==> src/rtl/bitcnt_pkg.sv <==
package bitcnt_pkg;

    parameter int unsigned WORD_W = 32;
    parameter int unsigned VEC_W  = 128;

    localparam int unsigned CNT_W = $clog2(WORD_W + 1);
    localparam int unsigned IDX_W = $clog2(WORD_W);

    typedef enum logic [1:0] {
        OP_MTEST  = 2'd0,
        OP_POPC   = 2'd1,
        OP_CLZ    = 2'd2,
        OP_MSBIDX = 2'd3
    } bit_op_e;

    typedef struct packed {
        logic [WORD_W-1:0] value;
        logic              zf;
        logic              cf;
    } bit_res_t;

    function automatic logic [WORD_W-1:0] widen_cnt(input logic [CNT_W-1:0] c);
        return {{(WORD_W-CNT_W){1'b0}}, c};
    endfunction

    function automatic logic [WORD_W-1:0] widen_idx(input logic [IDX_W-1:0] i);
        return {{(WORD_W-IDX_W){1'b0}}, i};
    endfunction

endpackage

==> src/rtl/mask_tester.sv <==
module mask_tester #(
    parameter int unsigned W = 128
) (
    input  logic [W-1:0] val,
    input  logic [W-1:0] msk,
    output logic         none_hit,
    output logic         all_hit
);
    logic [W-1:0] hit_bits;
    logic [W-1:0] miss_bits;

    always_comb begin
        hit_bits  = val & msk;
        miss_bits = ~val & msk;
        none_hit  = (hit_bits == '0);
        all_hit   = (miss_bits == '0);
    end


    always_comb begin
        flags_both_chk: assert ((none_hit && all_hit) == (msk == '0));
    end
endmodule

==> src/rtl/pop_counter.sv <==
module pop_counter #(
    parameter int unsigned W   = 32,
    parameter int unsigned GRP = 8
) (
    input  logic [W-1:0]           vec,
    output logic [$clog2(W+1)-1:0] ones
);
    localparam int unsigned NGRP = W / GRP;
    localparam int unsigned GC_W = $clog2(GRP + 1);
    localparam int unsigned OC_W = $clog2(W + 1);

    logic [GC_W-1:0] grp_cnt [NGRP];

    for (genvar g = 0; g < NGRP; g++) begin : g_grp
        always_comb begin
            grp_cnt[g] = '0;
            for (int k = 0; k < GRP; k++) begin
                grp_cnt[g] = grp_cnt[g] + GC_W'(vec[g*GRP + k]);
            end
        end
    end

    always_comb begin
        ones = '0;
        for (int g = 0; g < NGRP; g++) begin
            ones = ones + OC_W'(grp_cnt[g]);
        end
    end
endmodule

==> src/rtl/msb_locator.sv <==
module msb_locator #(
    parameter int unsigned W = 32
) (
    input  logic [W-1:0]         vec,
    output logic [$clog2(W)-1:0] idx,
    output logic                 found
);
    localparam int unsigned IW = $clog2(W);

    always_comb begin
        idx   = '0;
        found = 1'b0;
        for (int i = 0; i < W; i++) begin
            if (vec[i]) begin
                idx   = IW'(i);
                found = 1'b1;
            end
        end
    end


    always_comb begin
        msb_set_chk: assert (!found || vec[idx]);
    end
endmodule

==> src/rtl/bit_count_unit.sv <==
module bit_count_unit
    import bitcnt_pkg::*;
(
    input  logic               clk,
    input  logic               rst,
    input  logic               req_valid,
    input  logic [1:0]         req_op,
    input  logic [VEC_W-1:0]   opa,
    input  logic [VEC_W-1:0]   opb,
    input  logic [WORD_W-1:0]  cnt_in,
    output logic               res_valid,
    output logic [WORD_W-1:0]  result,
    output logic               zf,
    output logic               cf
);
    localparam logic [CNT_W-1:0] TOP_IDX = CNT_W'(WORD_W - 1);
    localparam logic [CNT_W-1:0] FULL_W  = CNT_W'(WORD_W);

    logic             t_none, t_all;
    logic [CNT_W-1:0] pop_cnt;
    logic [IDX_W-1:0] hi_idx;
    logic             hi_found;
    logic [CNT_W-1:0] lz_cnt;
    bit_op_e          op;
    bit_res_t         cur_q, nxt;
    logic             vld_q;

    mask_tester #(.W(VEC_W)) u_mask (
        .val(opa), .msk(opb), .none_hit(t_none), .all_hit(t_all)
    );

    pop_counter #(.W(WORD_W), .GRP(8)) u_pop (
        .vec(cnt_in), .ones(pop_cnt)
    );

    msb_locator #(.W(WORD_W)) u_msb (
        .vec(cnt_in), .idx(hi_idx), .found(hi_found)
    );

    always_comb begin
        op     = bit_op_e'(req_op);
        lz_cnt = hi_found ? (TOP_IDX - {1'b0, hi_idx}) : FULL_W;
        nxt    = cur_q;
        unique case (op)
            OP_MTEST: begin
                nxt.value = '0;
                nxt.zf    = t_none;
                nxt.cf    = t_all;
            end
            OP_POPC: begin
                nxt.value = widen_cnt(pop_cnt);
                nxt.zf    = (pop_cnt == '0);
                nxt.cf    = 1'b0;
            end
            OP_CLZ: begin
                nxt.value = widen_cnt(lz_cnt);
                nxt.zf    = (lz_cnt == '0);
                nxt.cf    = !hi_found;
            end
            OP_MSBIDX: begin
                if (hi_found) nxt.value = widen_idx(hi_idx);
                nxt.zf = !hi_found;
                nxt.cf = 1'b0;
            end
            default: nxt = cur_q;
        endcase
    end

    always_ff @(posedge clk) begin
        if (rst) begin
            cur_q <= '0;
            vld_q <= 1'b0;
        end else begin
            vld_q <= req_valid;
            if (req_valid) cur_q <= nxt;
        end
    end

    assign res_valid = vld_q;
    assign result    = cur_q.value;
    assign zf        = cur_q.zf;
    assign cf        = cur_q.cf;


    valid_follow_chk: assert property (@(posedge clk) disable iff (rst)
        req_valid |=> res_valid);

    valid_quiet_chk: assert property (@(posedge clk) disable iff (rst)
        !req_valid |=> !res_valid);

    mtest_zero_chk: assert property (@(posedge clk) disable iff (rst)
        (req_valid && req_op == 2'd0) |=> (result == '0));

    popc_flags_chk: assert property (@(posedge clk) disable iff (rst)
        (req_valid && req_op == 2'd1) |=> (!cf && (zf == (result == '0))));

    clz_empty_chk: assert property (@(posedge clk) disable iff (rst)
        (req_valid && req_op == 2'd2 && cnt_in == '0)
            |=> (result == WORD_W'(WORD_W) && cf && !zf));

    msb_empty_chk: assert property (@(posedge clk) disable iff (rst)
        (req_valid && req_op == 2'd3 && cnt_in == '0)
            |=> ($stable(result) && zf && !cf));

    idle_hold_chk: assert property (@(posedge clk) disable iff (rst)
        !req_valid |=> ($stable(result) && $stable(zf) && $stable(cf)));
endmodule

==> config.mk <==
export PLATFORM = sky130hd
export DESIGN_NAME = bit_count_unit
export DESIGN_NICKNAME = d
export VERILOG_FILES = /design/src/rtl/bitcnt_pkg.sv /design/src/rtl/mask_tester.sv /design/src/rtl/pop_counter.sv /design/src/rtl/msb_locator.sv /design/src/rtl/bit_count_unit.sv
export SDC_FILE = /design/constraint.sdc
export NUM_CORES = 1
export LEC_CHECK = 0
export BUFFER_PORTS_ARGS = -buffer_cell sky130_fd_sc_hd__buf_2
export CELL_PAD_IN_SITES_DETAIL_PLACEMENT = 0
export CELL_PAD_IN_SITES_GLOBAL_PLACEMENT = 1
export CORE_AREA = 2 2 126 128
export CTS_CLUSTER_DIAMETER = 120
export DETAILED_ROUTE_END_ITERATION = 10
export DIE_AREA = 0 0 128 130
export HOLD_SLACK_MARGIN = 0.02
export PLACE_DENSITY = 0.86
export SYNTH_ARGS = -nofsm -noshare
export SYNTH_HDL_FRONTEND = slang
export SYNTH_HIERARCHICAL = 1
export SYNTH_SLANG_ARGS = --single-unit
==> constraint.sdc <==
create_clock -name clk -period 10.6 [get_ports clk]
set_input_delay 0.53 -clock clk [delete_from_list [all_inputs] [get_ports clk]]
set_output_delay 0.53 -clock clk [all_outputs]
set_load 0.02 [all_outputs]
======== Word level (Yosys, flattened, before mapping) ========
Index checks and enable logic that the tools add are counted.
word-level totals
  word-level logic and storage cells ...... 116
  register bits after elaboration ......... 35
  output and inout port bits .............. 35
operators by class
  reduce and logical (&&, ||, !) cells .... 7
  bitwise gates (word level) .............. 3
  add/sub/neg operators ................... 32
  mux-type cells .......................... 66
  equal/unequal tests ..................... 4
operators with widths
  operator             number
  $and 128x128->128    2
  $logic_not 128->1    2
  $pmux 34 s4          1
  $not 128->128        1
  $add 4x1->4          24
  $mux 5               16
  $mux 1               33
  $mux 32              1
  $mux 4               8
  $add 6x4->6          2
  $logic_not 6->1      2
  $mux 3               4
  $add 1x1->2          4
  $mux 6               1
  $sub 5x5->6 const A  1
  $add 4x4->5          1
  $eq 2x2->1 const B   2
  $mux 2               2
  $eq 2x1->1 const B   1
  $logic_not 2->1      1
  $ne 2x2->1 const B   1
  $reduce_and 2->1     1
  $logic_not 1->1      1

======== Logic depth before layout (Yosys ltp) ========
Gate-level depths: netlist (run 1).
  depth in word-level cells ............... 35
  mapped depth ............................ 19
  mapped depth without buffers ............ 19

======== Cells and area by module ========
The synthesis (run 1) kept the hierarchy.
by module, submodules not included
  module          seq. area each (um2)  instances  area an instance (um2)  cells each
  mask_tester     0.0                   1          1715.4                  278
  bit_count_unit  180.2                 1          790.8                   92
  pop_counter     0.0                   1          750.7                   71
  msb_locator     0.0                   1          357.8                   62

======== Least setup slack after synthesis (run 1) ========
OpenSTA, ideal clock, no wires.
  kind .................................... input port to flip-flop
  from .................................... input cnt_in[11]
  to ...................................... register cur_q, in the netlist zf
  setup time .............................. 132 ps
  data required time ...................... 10468 ps
  buffers on the path ..................... 0
  path slack .............................. 5382 ps
  stages .................................. 19
  data arrival time ....................... 5086 ps
  cells stage by stage .................... inv_1 fa_1 inv_1 fa_1 fa_1 fa_1 fa_1 inv_1 fa_1 inv_1 ha_1 inv_1 fa_1 nand2b_1 a21oi_2 xor2_1 nor4_1 a2111oi_1 nor4_1
between the ends
  elaborated cells on any way between the ends .. 56
  those cells by class .................... add/sub: 9; mux: 44; reduce/logical: 3
RTL lines
  what                      RTL line              source
  start: declaration        bit_count_unit.sv:10  input logic [WORD_W-1:0] cnt_in,
  $add 4x1->4 (5 in a row)  pop_counter.sv:18     grp_cnt[g] = grp_cnt[g] + GC_W'(vec[g*GRP + k]);
  $add 4x4->5               pop_counter.sv:26     ones = ones + OC_W'(grp_cnt[g]);
  $add 6x4->6 (2 in a row)  pop_counter.sv:26
  named net pop_cnt[4]      bit_count_unit.sv:20  logic [CNT_W-1:0] pop_cnt;
  $logic_not 6->1           bit_count_unit.sv:52  nxt.zf = (pop_cnt == '0);
  $pmux 34 s4               bit_count_unit.sv:44  unique case (op)
  end signal: assignment    bit_count_unit.sv:75  if (req_valid) cur_q <= nxt;
  end: declaration          bit_count_unit.sv:25  bit_res_t cur_q, nxt;
The timed path passes the listed nets, and every way through them passes these cells.
A chain may end at the register's enable or synchronous reset.

======== Final worst setup path (run 1) ========
Ends and elaborated chain as after synthesis.

==> impl_results.md, run 1 <==
- Die Wd: 128 um
- # hold bufs at CTS: 0
- NumNets Final: about 1,100
- Synth warn: 6
- First-pass GRT wire length: 23.6 mm
- Finished Layout Cells: ~1,000
- Setup Viol. Count Final: 0
- Mapped Area: 3610 um2
- Largest net degree at the start of global routing: 19
- Sequential fraction of the synthesis area: 4.98%
- Metal3 WL: 1.19 mm
- Worst setup SP type: input pin
- RSZ-0062 raised after global routing: false
- CP bufs+invs: 6
- Highest metal used: met5
- Die ar.: 16,600 um2
- CTS H-tree lvls: 1
- CTS sink cnt: 9
- Post-CTS sizing: 0
- Crit-path cells: buf_2, inv_1, fa_1, inv_1, fa_1, fa_1, fa_1, fa_1, inv_1, fa_1, inv_1, ha_1, inv_1, fa_1, nand2b_1, a21oi_2, xor2_1, nor4_1, a2111oi_1, nor4_1
- Setup TNS: 0 ns
- Hold_ws: about 0.45 ns
- Avg Vias per Cell: about 4.8
- CP Class: in2reg
- Top delay family on crit path: adder cells
- Mean routed wirelength per cell: roughly 16 um
- Slew Viols, Final: 0
- Drt drc: 0
- Vias: approximately 4,800
- Yosys cell types: between 50 and 60
- Num CTS Buffers: 3
- Worst min path class: reg2reg
- Yosys top cell by area: inv_1
- Status: completed
- Antenna violations before repair: 8
- Fill cell count: around 1,700
- Most used cell, CP: fa_1
- Crit-path max cell delay: approximately 0.54 ns
- Max frequency: 188 MHz
- Vias in the first global route: around 4,700
- Grt total ovfl: 0
- Starting Density: about a quarter
- Synth Instances: 503
- Worst EP arrival: around 5.4 ns
- Leakage power: just under 3 nW
- Core box area: between 15,000 and 20,000 um2
- Total Routing Usage GR: 18.0%
- Async SR Flop Fraction: 0%
- Ranking of synthesized cells by area: inv_1 14%, fa_1 13%, o22ai_1 6.9%
- Metal-1 WL: 6.03 mm
- Req. time, crit path: approximately 11 ns
- EDFF count, synth: 0
- Max Cap Viol: 0
- Dpl hpwl: between 15 and 20 mm
- Ys flop type: dfxtp_1
- Worst skew pair latency: around 0.23 ns
- Syn Area/Cell: around 7.2 um2
- Critical Path End Type: flop
- Site Rows: 46
- Input/output buffers: 301
- Area Overhead vs Synth: 46.7%
- Iter 0 DRT Violations: between 150 and 200
- Root Buffer: clkbuf_16
- Gpl congestion: about 0.92
- WL met2: approximately 8.3 mm
- Worst-margin pin slew: between 0.5 and 0.6 ns
- Worst vdd ir: approximately 0.080 mV
- Ports: 328
- Reg clk slew, reported paths: roughly 0.040 ns
- Period minus WS final: between 5 and 6 ns
- Fraction of layout cells with a size suffix above 1: approximately two fifths
- Detailed Routing Iterations Pass 1: 4
- Die Height: 130 um
- Period Utilization, post-route: 50.2%
- Final Hold Fails: 0
- PD cells: around 130 nW/um2
- Clock buffer depth: 2
- Slowest-stage cell, CP: fa_1
- Setup Fix Bufs, Post-CTS: 0
- Worst slew margin: roughly 64%
- Yosys reg bits: 9
- Yosys top cell area share: between 10 and 15%
- CTS tree: yes
- Final antenna-violating net count: 0
- WL final: roughly 16 mm
- Placed cells: 990
- Crit path max fanout: 5
- Clock Skews: 0 ns
-- logic make-up after synthesis --
| family | Yosys count | synth area share (%) |
|---|---|---|
| buffers and inverters | 167 | 21.0 |
| AO/OA/AOI/OAI | 159 | 34.6 |
| AND/OR/NAND/NOR | 133 | 22.9 |
| adder cells (fa/ha/maj) | 31 | 15.7 |
| flip-flops | 9 | 4.98 |
| XOR/XNOR | 3 | 0.727 |
| other | 1 | 0.104 |
-- area by class of cell --
cell class	instances	area [um2]	share of cell area (%)
antenna	6	15.0	0.283
clock buffer	4	78.8	1.49
inverter	136	510	9.63
multi-input combinational	352	2770	52.3
sequential	9	180	3.40
tap	192	240	4.53
timing repair buffer	301	1510	28.4
-- cells in the mapped netlist (7+ instances only) --
cell type / number
nand2b_1: 37
buf_4: 27
a22o_1: 25
ha_1: 7
o22ai_1: 40
o2111ai_1: 11
fa_1: 24
dfxtp_1: 9
a22oi_1: 16
a221oi_1: 18
nor4_1: 14
inv_1: 136
a21oi_1: 13
nor2_1: 17
nand4_1: 15
a221oi_2: 8
nor3_1: 15
-- power by group --
group	internal (W)	switching [W]	leakage (nW)
Clock	0.0000502	0.0000161	0.0382
Combinational	0.000256	0.000302	2.84
Sequential	0.0000397	0.00000289	0.0737
Total	0.000346	0.000321	2.95
-- path summary, 6_finish.rpt --
| check | from | endpoint | slack, ns | cells past startpoint |
|---|---|---|---|---|
| max | cnt_in[11] | zf | 5.28 | 20 |
| min | cf | cf | 0.45 | 2 |
| max reg2reg | zf | zf | 9.69 | 3 |
| min reg2reg | cf | cf | 0.45 | 2 |
-- worst register-to-register path, stage by stage (launching register included) --
cell and delay (ns):
dfxtp_1 0.30, nor2b_1 0.14, a2111oi_1 0.26, nor4_1 0.09
-- through the flow --
step	power, W	cell area [um2]	util [%]	setup WS (ns)
finish	0.000667	5300	34.4	5.28
global route	0.000755	5300	34.3	4.95
CTS	0.000676	5290	34.3	5.25
detailed placement	0.000606	5210	33.8	5.03
global placement	0.000599	5210	33.8	5.05
floorplan	0.000450	3710	-	5.38
-- registers in the layout, summed over array words and instances, names as in the netlist --
register / count
zf: 1
result: 6
cf: 1
res_valid: 1
-- cells in the final DEF (no fill, tap or decap), types with 2 or more instances in the layout --
cell type	count
a22oi_1	16
o21ai_0	3
conb_1	26
o21ai_1	2
nor3_1	15
a221o_1	6
o22ai_1	40
diode_2	6
nor2_1	17
o2111ai_1	11
a221oi_2	8
nor2b_1	2
fa_1	24
nand3_1	5
nand2_1	6
a22o_1	25
o211ai_1	3
nor4_2	3
xnor2_1	2
buf_2	301
dfxtp_1	9
a21oi_2	3
nand3b_1	3
nand4_1	15
nor4_1	14
nand2b_1	37
a21oi_1	13
clkbuf_16	3
and3_1	2
ha_1	7
a221oi_1	18
or2b_1	2
nand3b_4	2
inv_1	136
or4_1	3
nor3_2	2
or3_1	2
-- routing by layer --
metal / global-route usage (%) / vias up
li1: - / 2378
met1: 19.9 / 2212
met2: 34.3 / 218
met3: 3.73 / 36
met4: 6.53 / 4
met5: 0 / -
No activity file was read; power rests on OpenSTA's default activity.
==> run 2: changes to the inputs <==
- CORE_AREA: 2 2 126 128 -> 2 2 127 129
- DIE_AREA: 0 0 128 130 -> 0 0 129 131
- PLACE_DENSITY: 0.86 -> 0.85
- clock period: 10.6 -> 5.1 ns (I/O delays scaled with it)
==> impl_results.md, run 2 (synthesis results as in run 1) <==
- Status: completed (unchanged)
- Dpl hpwl: 15.5 mm (was 15.1 mm)
- Max frequency: 201 MHz
- Crit path max fanout: 2 (was 5)
- Slowest-stage cell, CP: fa_1 (unchanged)
- Gpl congestion: 0.895 (was 0.918)
- Detailed Routing Iterations Pass 1: 4 (unchanged)
- PD cells: 267 nW/um2 (was 126 nW/um2)
- Core box area: 15,600 um2 (was 15,400 um2)
- Site Rows: 46 (unchanged)
- Worst min path class: in2reg (was reg2reg)
- Crit-path max cell delay: 0.54 ns (about the same)
- Starting Density: 23.2% (was 23.4%)
- Critical R2R Launch: zf (unchanged)
- Worst skew pair latency: 0.23 ns (about the same)
- Period minus WS final: 4.97 ns
- CTS tree: yes (unchanged)
- Min-Delay Endpoint: cf (unchanged)
- Placed cells: 1,027 (was 990)
- Flop-to-flop setup slack: 4.16 ns (was 9.69 ns)
- Finished Layout Cells: 1,036 (was 1,000)
- Top delay family on crit path: adder cells (unchanged)
- Critical Path End Type: flop (unchanged)
- Crit path depth: 20 (unchanged)
- Die ar.: 16,900 um2 (was 16,600 um2)
- CTS H-tree lvls: 1 (unchanged)
- Crit-path cells: buf_8, inv_4, fa_1, inv_2, fa_1, fa_1, fa_1, fa_1, inv_2, fa_1, inv_1, ha_2, inv_2, fa_2, nand2b_4, a21oi_2, xor2_1, nor4_1, a2111oi_1, nor4_1 (was buf_2, inv_1, fa_1, inv_1, fa_1, fa_1, fa_1, fa_1, inv_1, fa_1, inv_1, ha_1, inv_1, fa_1, nand2b_1, a21oi_2, xor2_1, nor4_1, a2111oi_1, nor4_1)
- Worst EP arrival: 5.08 ns (was 5.42 ns)
- Most frequent cells in the layout: 300 x buf_2, 131 x inv_1, 40 x o22ai_1, 36 x nand2b_1, 26 x conb_1 (was 301 x buf_2, 136 x inv_1, 40 x o22ai_1, 37 x nand2b_1, 26 x conb_1)
- RSZ-0062 raised after global routing: true (was false)
- Mean routed wirelength per cell: 15.9 um (was 16.2 um)
- CTS sink cnt: 9 (unchanged)
- Clock buffer depth: 2 (unchanged)
- Setup Viol. Count Final: 0 (unchanged)
- Max Cap Viol: 0 (unchanged)
- Req. time, crit path: 5.21 ns (was 10.71 ns)
- First-pass GRT wire length: 24.0 mm (was 23.6 mm)
- Iter 0 DRT Violations: 203 (was 187)
- Final Hold Fails: 0 (unchanged)
- Max reg flops: 6 (unchanged)
- Total Routing Usage GR: 18.5% (was 18.0%)
- CP bufs+invs: 6 (unchanged)
- Design area: 5450 um2 (was 5300 um2)
- Root Buffer: clkbuf_16 (unchanged)
- Die Wd: 129 um (was 128 um)
- Drt drc: 0 (unchanged)
- # hold bufs at CTS: 0 (unchanged)
- Slack of the critical path: 0.135 ns (was 5.28 ns)
- R2r worst-path depth: 3 (unchanged)
- Fraction of layout cells with a size suffix above 1: 42.5% (was 40.4%)
- CP Class: in2reg (unchanged)
- Post-DP Area: 5340 um2 (was 5210 um2)
- Most used cell, CP: fa_1 (unchanged)
- Hold Path Depth: 2 (unchanged)
- RR Endpoint: zf (unchanged)
- Area Overhead vs Synth: 50.8% (was 46.7%)
- Antenna violations before repair: 6 (was 8)
- Reg clk slew, reported paths: 0.04 ns (about the same)
- Worst setup SP type: input pin (unchanged)
- Slew Viols, Final: 0 (unchanged)
- Core Util, Final: 35.0% (was 34.4%)
- Vias in the first global route: 4,644 (was 4,705)
- Die Height: 131 um (was 130 um)
- Largest net degree at the start of global routing: 19 (unchanged)
- Ports: 328 (unchanged)
- WL final: 16.5 mm (was 16.2 mm)
- Setup WS pre-CTS: -0.103 ns (was 5.03 ns)
- Leakage power: 3.02 nW (was 2.95 nW)
- Final antenna-violating net count: 0 (unchanged)
- Num CTS Buffers: 3 (unchanged)
- Period Utilization, post-route: around 100%
- Avg Vias per Cell: 4.70 (was 4.85)
- Grt total ovfl: 0 (unchanged)
- NumNets Final: 1,140 (was 1,127)
- Input/output buffers: 301 (unchanged)
- Clock Skews: 0 ns (unchanged)
- Commonest non-fill, non-tap cell in the layout: buf_2 (unchanged)
- Worst vdd ir: 0.328 mV (was 0.0804 mV)
- Hold_sp: rst (was cf)
- Vias: 4,869 (was 4,848)
- Worst setup path start: cnt_in[3] (was cnt_in[11])
## run 2: timing repair
item / CTS / global route
buffers inserted: 0 / 0
hold endpoints to repair: 0 / 0
setup endpoints to repair: 0 / 1
resized for setup: 0 / 11
## run 2: area by class of cell
cell class,count,area [um2]
repair buffers,314,1610
well taps,216,270
diodes,5,12.5
multi-input cells,352,2780
clock buffers,3,75.1
fillers,1750,10100
inverters,136,513
clock inverters,1,5.00
flip-flops and latches,9,180
## run 2: power by group
part / switching (W) / internal [W]
combinational: 0.000644 / 0.000586
sequential: 0.00000595 / 0.0000825
clock: 0.0000347 / 0.000103
total: 0.000685 / 0.000772
## run 2: worst max path at each step
stage                     slack [ns]  endpoint
after floorplan                 0.16        zf
after global placement         -0.07        zf
after detailed placement       -0.10        zf
after CTS                       0.12        zf
after global routing          -0.004        zf
final                           0.13        zf
## run 2: worst register-to-register path: cells and delay by family, from the launching register on
kind            cells  cell delay (ns)
simple gates        2             0.23
flops               1             0.32
compound gates      1             0.28
## run 2: routing by layer
layer  global-route usage [%]  wire (um)
met3                     1.71        965
met4                     3.96        383
met1                     21.8       6510
met2                     36.2       8640
met5                        0          0
## run 2: metrics by stage
stage / setup TNS [ns] / total power, W / hold slack, ns
final: 0 / 0.00146 / 0.286
after global routing: -0.00433 / 0.00161 / 0.314
after CTS: 0 / 0.00141 / 0.281
after detailed placement: -0.103 / 0.00127 / 0.444
after global placement: -0.0669 / 0.00126 / 0.445
after floorplan: 0 / 0.000934 / 0.324
==> run 3: changes to the inputs <==
- CTS_BUF_LIST: unset -> sky130_fd_sc_hd__clkbuf_2
==> impl_results.md, run 3 (synthesis results as in run 1) <==
- Worst vdd ir: 0.250 mV (was 0.328 mV)
- Setup Fix Bufs, Post-CTS: 0 (unchanged)
- Critical R2R Launch: zf (unchanged)
- Leakage power: 2.99 nW (was 3.02 nW)
- Max reg flops: 6 (unchanged)
- Worst min path class: in2reg (unchanged)
- Total Routing Usage GR: 18.4% (was 18.5%)
- Clock Skews: 0 ns (unchanged)
- Hold_sp: rst (unchanged)
- Status: completed (unchanged)
- GRT met3 Usage: 1.71% (unchanged)
- Final Hold Fails: 0 (unchanged)
- Period Utilization, post-route: 96.5% (was 97.4%)
- Worst EP arrival: 5.06 ns (was 5.08 ns)
- Core box area: 15,600 um2 (unchanged)
- Top delay family on crit path: adder cells (unchanged)
- CTS sink cnt: 9 (unchanged)
- Detailed Routing Iterations Pass 1: 4 (unchanged)
- Site Rows: 46 (unchanged)
- Clk network pwr share: 3.3% (was 9.5%)
- CP Class: in2reg (unchanged)
- Max frequency: 203 MHz (was 201 MHz)
- Die ar.: 16,900 um2 (unchanged)
- Num CTS Buffers: 3 (unchanged)
- Vias: 4,849 (was 4,869)
- Logic pwr share: 89.9% (was 84.4%)
- Gpl congestion: 0.895 (unchanged)
- Slew Viols, Final: 0 (unchanged)
- Crit-path max cell delay: 0.53 ns (was 0.54 ns)
- Grt met2 use: 35.8% (was 36.2%)
- Vias in the first global route: 4,637 (was 4,644)
- Fraction of layout cells with a size suffix above 1: 41.5% (was 42.5%)
- PD cells: 242 nW/um2 (was 267 nW/um2)
- Total power: 0.00130 W (was 0.00146 W)
- Setup TNS: 0 ns (unchanged)
- Iter 0 DRT Violations: 211 (was 203)
- Root Buffer: clkbuf_2 (was clkbuf_16)
- # hold bufs at CTS: 0 (unchanged)
- Critical Path End Type: flop (unchanged)
- RSZ-0062 raised after global routing: false (was true)
- Avg Vias per Cell: 4.69 (was 4.70)
- Most used cell, CP: fa_1 (unchanged)
- Commonest non-fill, non-tap cell in the layout: buf_2 (unchanged)
- Starting Density: 23.2% (unchanged)
- Die Wd: 129 um (unchanged)
- Worst skew pair latency: 0.25 ns (was 0.23 ns)
- Layer with the highest usage: met2 (unchanged)
- Crit path max fanout: 2 (unchanged)
- Switching portion of total power: 49.9% (was 47.0%)
- Area Overhead vs Synth: 48.4% (was 50.8%)
- Internal: 0.000651 W (was 0.000772 W)
- Post-DP Area: 5340 um2 (unchanged)
- Antenna violations before repair: 6 (unchanged)
- Final antenna-violating net count: 0 (unchanged)
- Hold_ws: 0.257 ns (was 0.286 ns)
- Ports: 328 (unchanged)
- Design area: 5370 um2 (was 5450 um2)
- Setup Viol. Count Final: 0 (unchanged)
- First-pass GRT wire length: 24.0 mm (about the same)
- Worst setup path start: cnt_in[11] (was cnt_in[3])
- Post-CTS sizing: 0 (unchanged)
- Die Height: 131 um (unchanged)
- Max Cap Viol: 0 (unchanged)
- CP bufs+invs: 6 (unchanged)
- Crit-path cells: buf_2, inv_1, fa_1, inv_1, fa_1, fa_1, fa_1, fa_1, inv_1, fa_1, inv_1, ha_1, inv_1, fa_1, nand2b_1, a21oi_2, xor2_1, nor4_1, a2111oi_1, nor4_1 (was buf_8, inv_4, fa_1, inv_2, fa_1, fa_1, fa_1, fa_1, inv_2, fa_1, inv_1, ha_2, inv_2, fa_2, nand2b_4, a21oi_2, xor2_1, nor4_1, a2111oi_1, nor4_1)
- Drt drc: 0 (unchanged)
- Period minus WS final: 4.92 ns (was 4.97 ns)
- Slowest-stage cell, CP: fa_1 (unchanged)
- Req. time, crit path: 5.24 ns (was 5.21 ns)
- Input/output buffers: 301 (unchanged)
- Worst setup SP type: input pin (unchanged)
- CTS tree: yes (unchanged)
- Switching power: 0.000649 W (was 0.000685 W)
- Clock buffer depth: 2 (unchanged)
- Grt total ovfl: 0 (unchanged)
- Most frequent cells in the layout: 301 x buf_2, 136 x inv_1, 40 x o22ai_1, 37 x nand2b_1, 26 x conb_1 (was 300 x buf_2, 131 x inv_1, 40 x o22ai_1, 36 x nand2b_1, 26 x conb_1)
- GR Util met1: 21.8% (about the same)
- CTS H-tree lvls: 1 (unchanged)
- Reg clk slew, reported paths: 0.11 ns (was 0.04 ns)
- Mean routed wirelength per cell: 15.9 um (about the same)
- Placed cells: 1,027 (unchanged)
- Largest net degree at the start of global routing: 19 (unchanged)
- Finished Layout Cells: 1,035 (was 1,036)
- Dpl hpwl: 15.5 mm (unchanged)
- NumNets Final: 1,140 (unchanged)
- WL final: 16.4 mm (was 16.5 mm)
- Seq pwr share: 6.8% (was 6.1%)
-- run 3: layer usage --
layer / vias up / routed length [um]
met5: - / 0
met4: 0 / 352
met3: 18 / 938
met2: 220 / 8640
met1: 2205 / 6510
li1: 2406 / -
-- run 3: final timing paths --
path,slack (ns),to,cells past startpoint
worst max-delay path,0.18,zf,20
worst max register to register,4.14,zf,3
worst min register to register,0.46,cf,2
worst min-delay path,0.26,cf,2
-- run 3: final cells by class --
class	instances	area, um2
clock inverter	1	5.00
clock buffer	3	15.0
tap	216	270
timing repair buffer	314	1600
sequential	9	180
inverter	136	510
fill	1754	10200
antenna	4	10.0
multi-input combinational	352	2770
-- run 3: per-stage QoR --
step           worst slack [ns]  utilization (%)
2_1_floorplan             0.157                -
3_3_place_gp            -0.0669             34.2
3_5_place_dp             -0.103             34.2
4_1_cts                   0.157             34.3
5_1_grt                  0.0306             34.4
6_report                  0.179             34.4
-- run 3: power by group through the flow --
stage | combinational, W | clock, W | sequential (W)
2_1_floorplan | 0.000831 | 0 | 0.000103
3_3_place_gp | 0.00117 | 0 | 0.0000896
3_5_place_dp | 0.00118 | 0 | 0.0000897
4_1_cts | 0.00119 | 0.0000447 | 0.0000881
5_1_grt | 0.00131 | 0.0000481 | 0.0000894
6_report | 0.00117 | 0.0000435 | 0.0000879
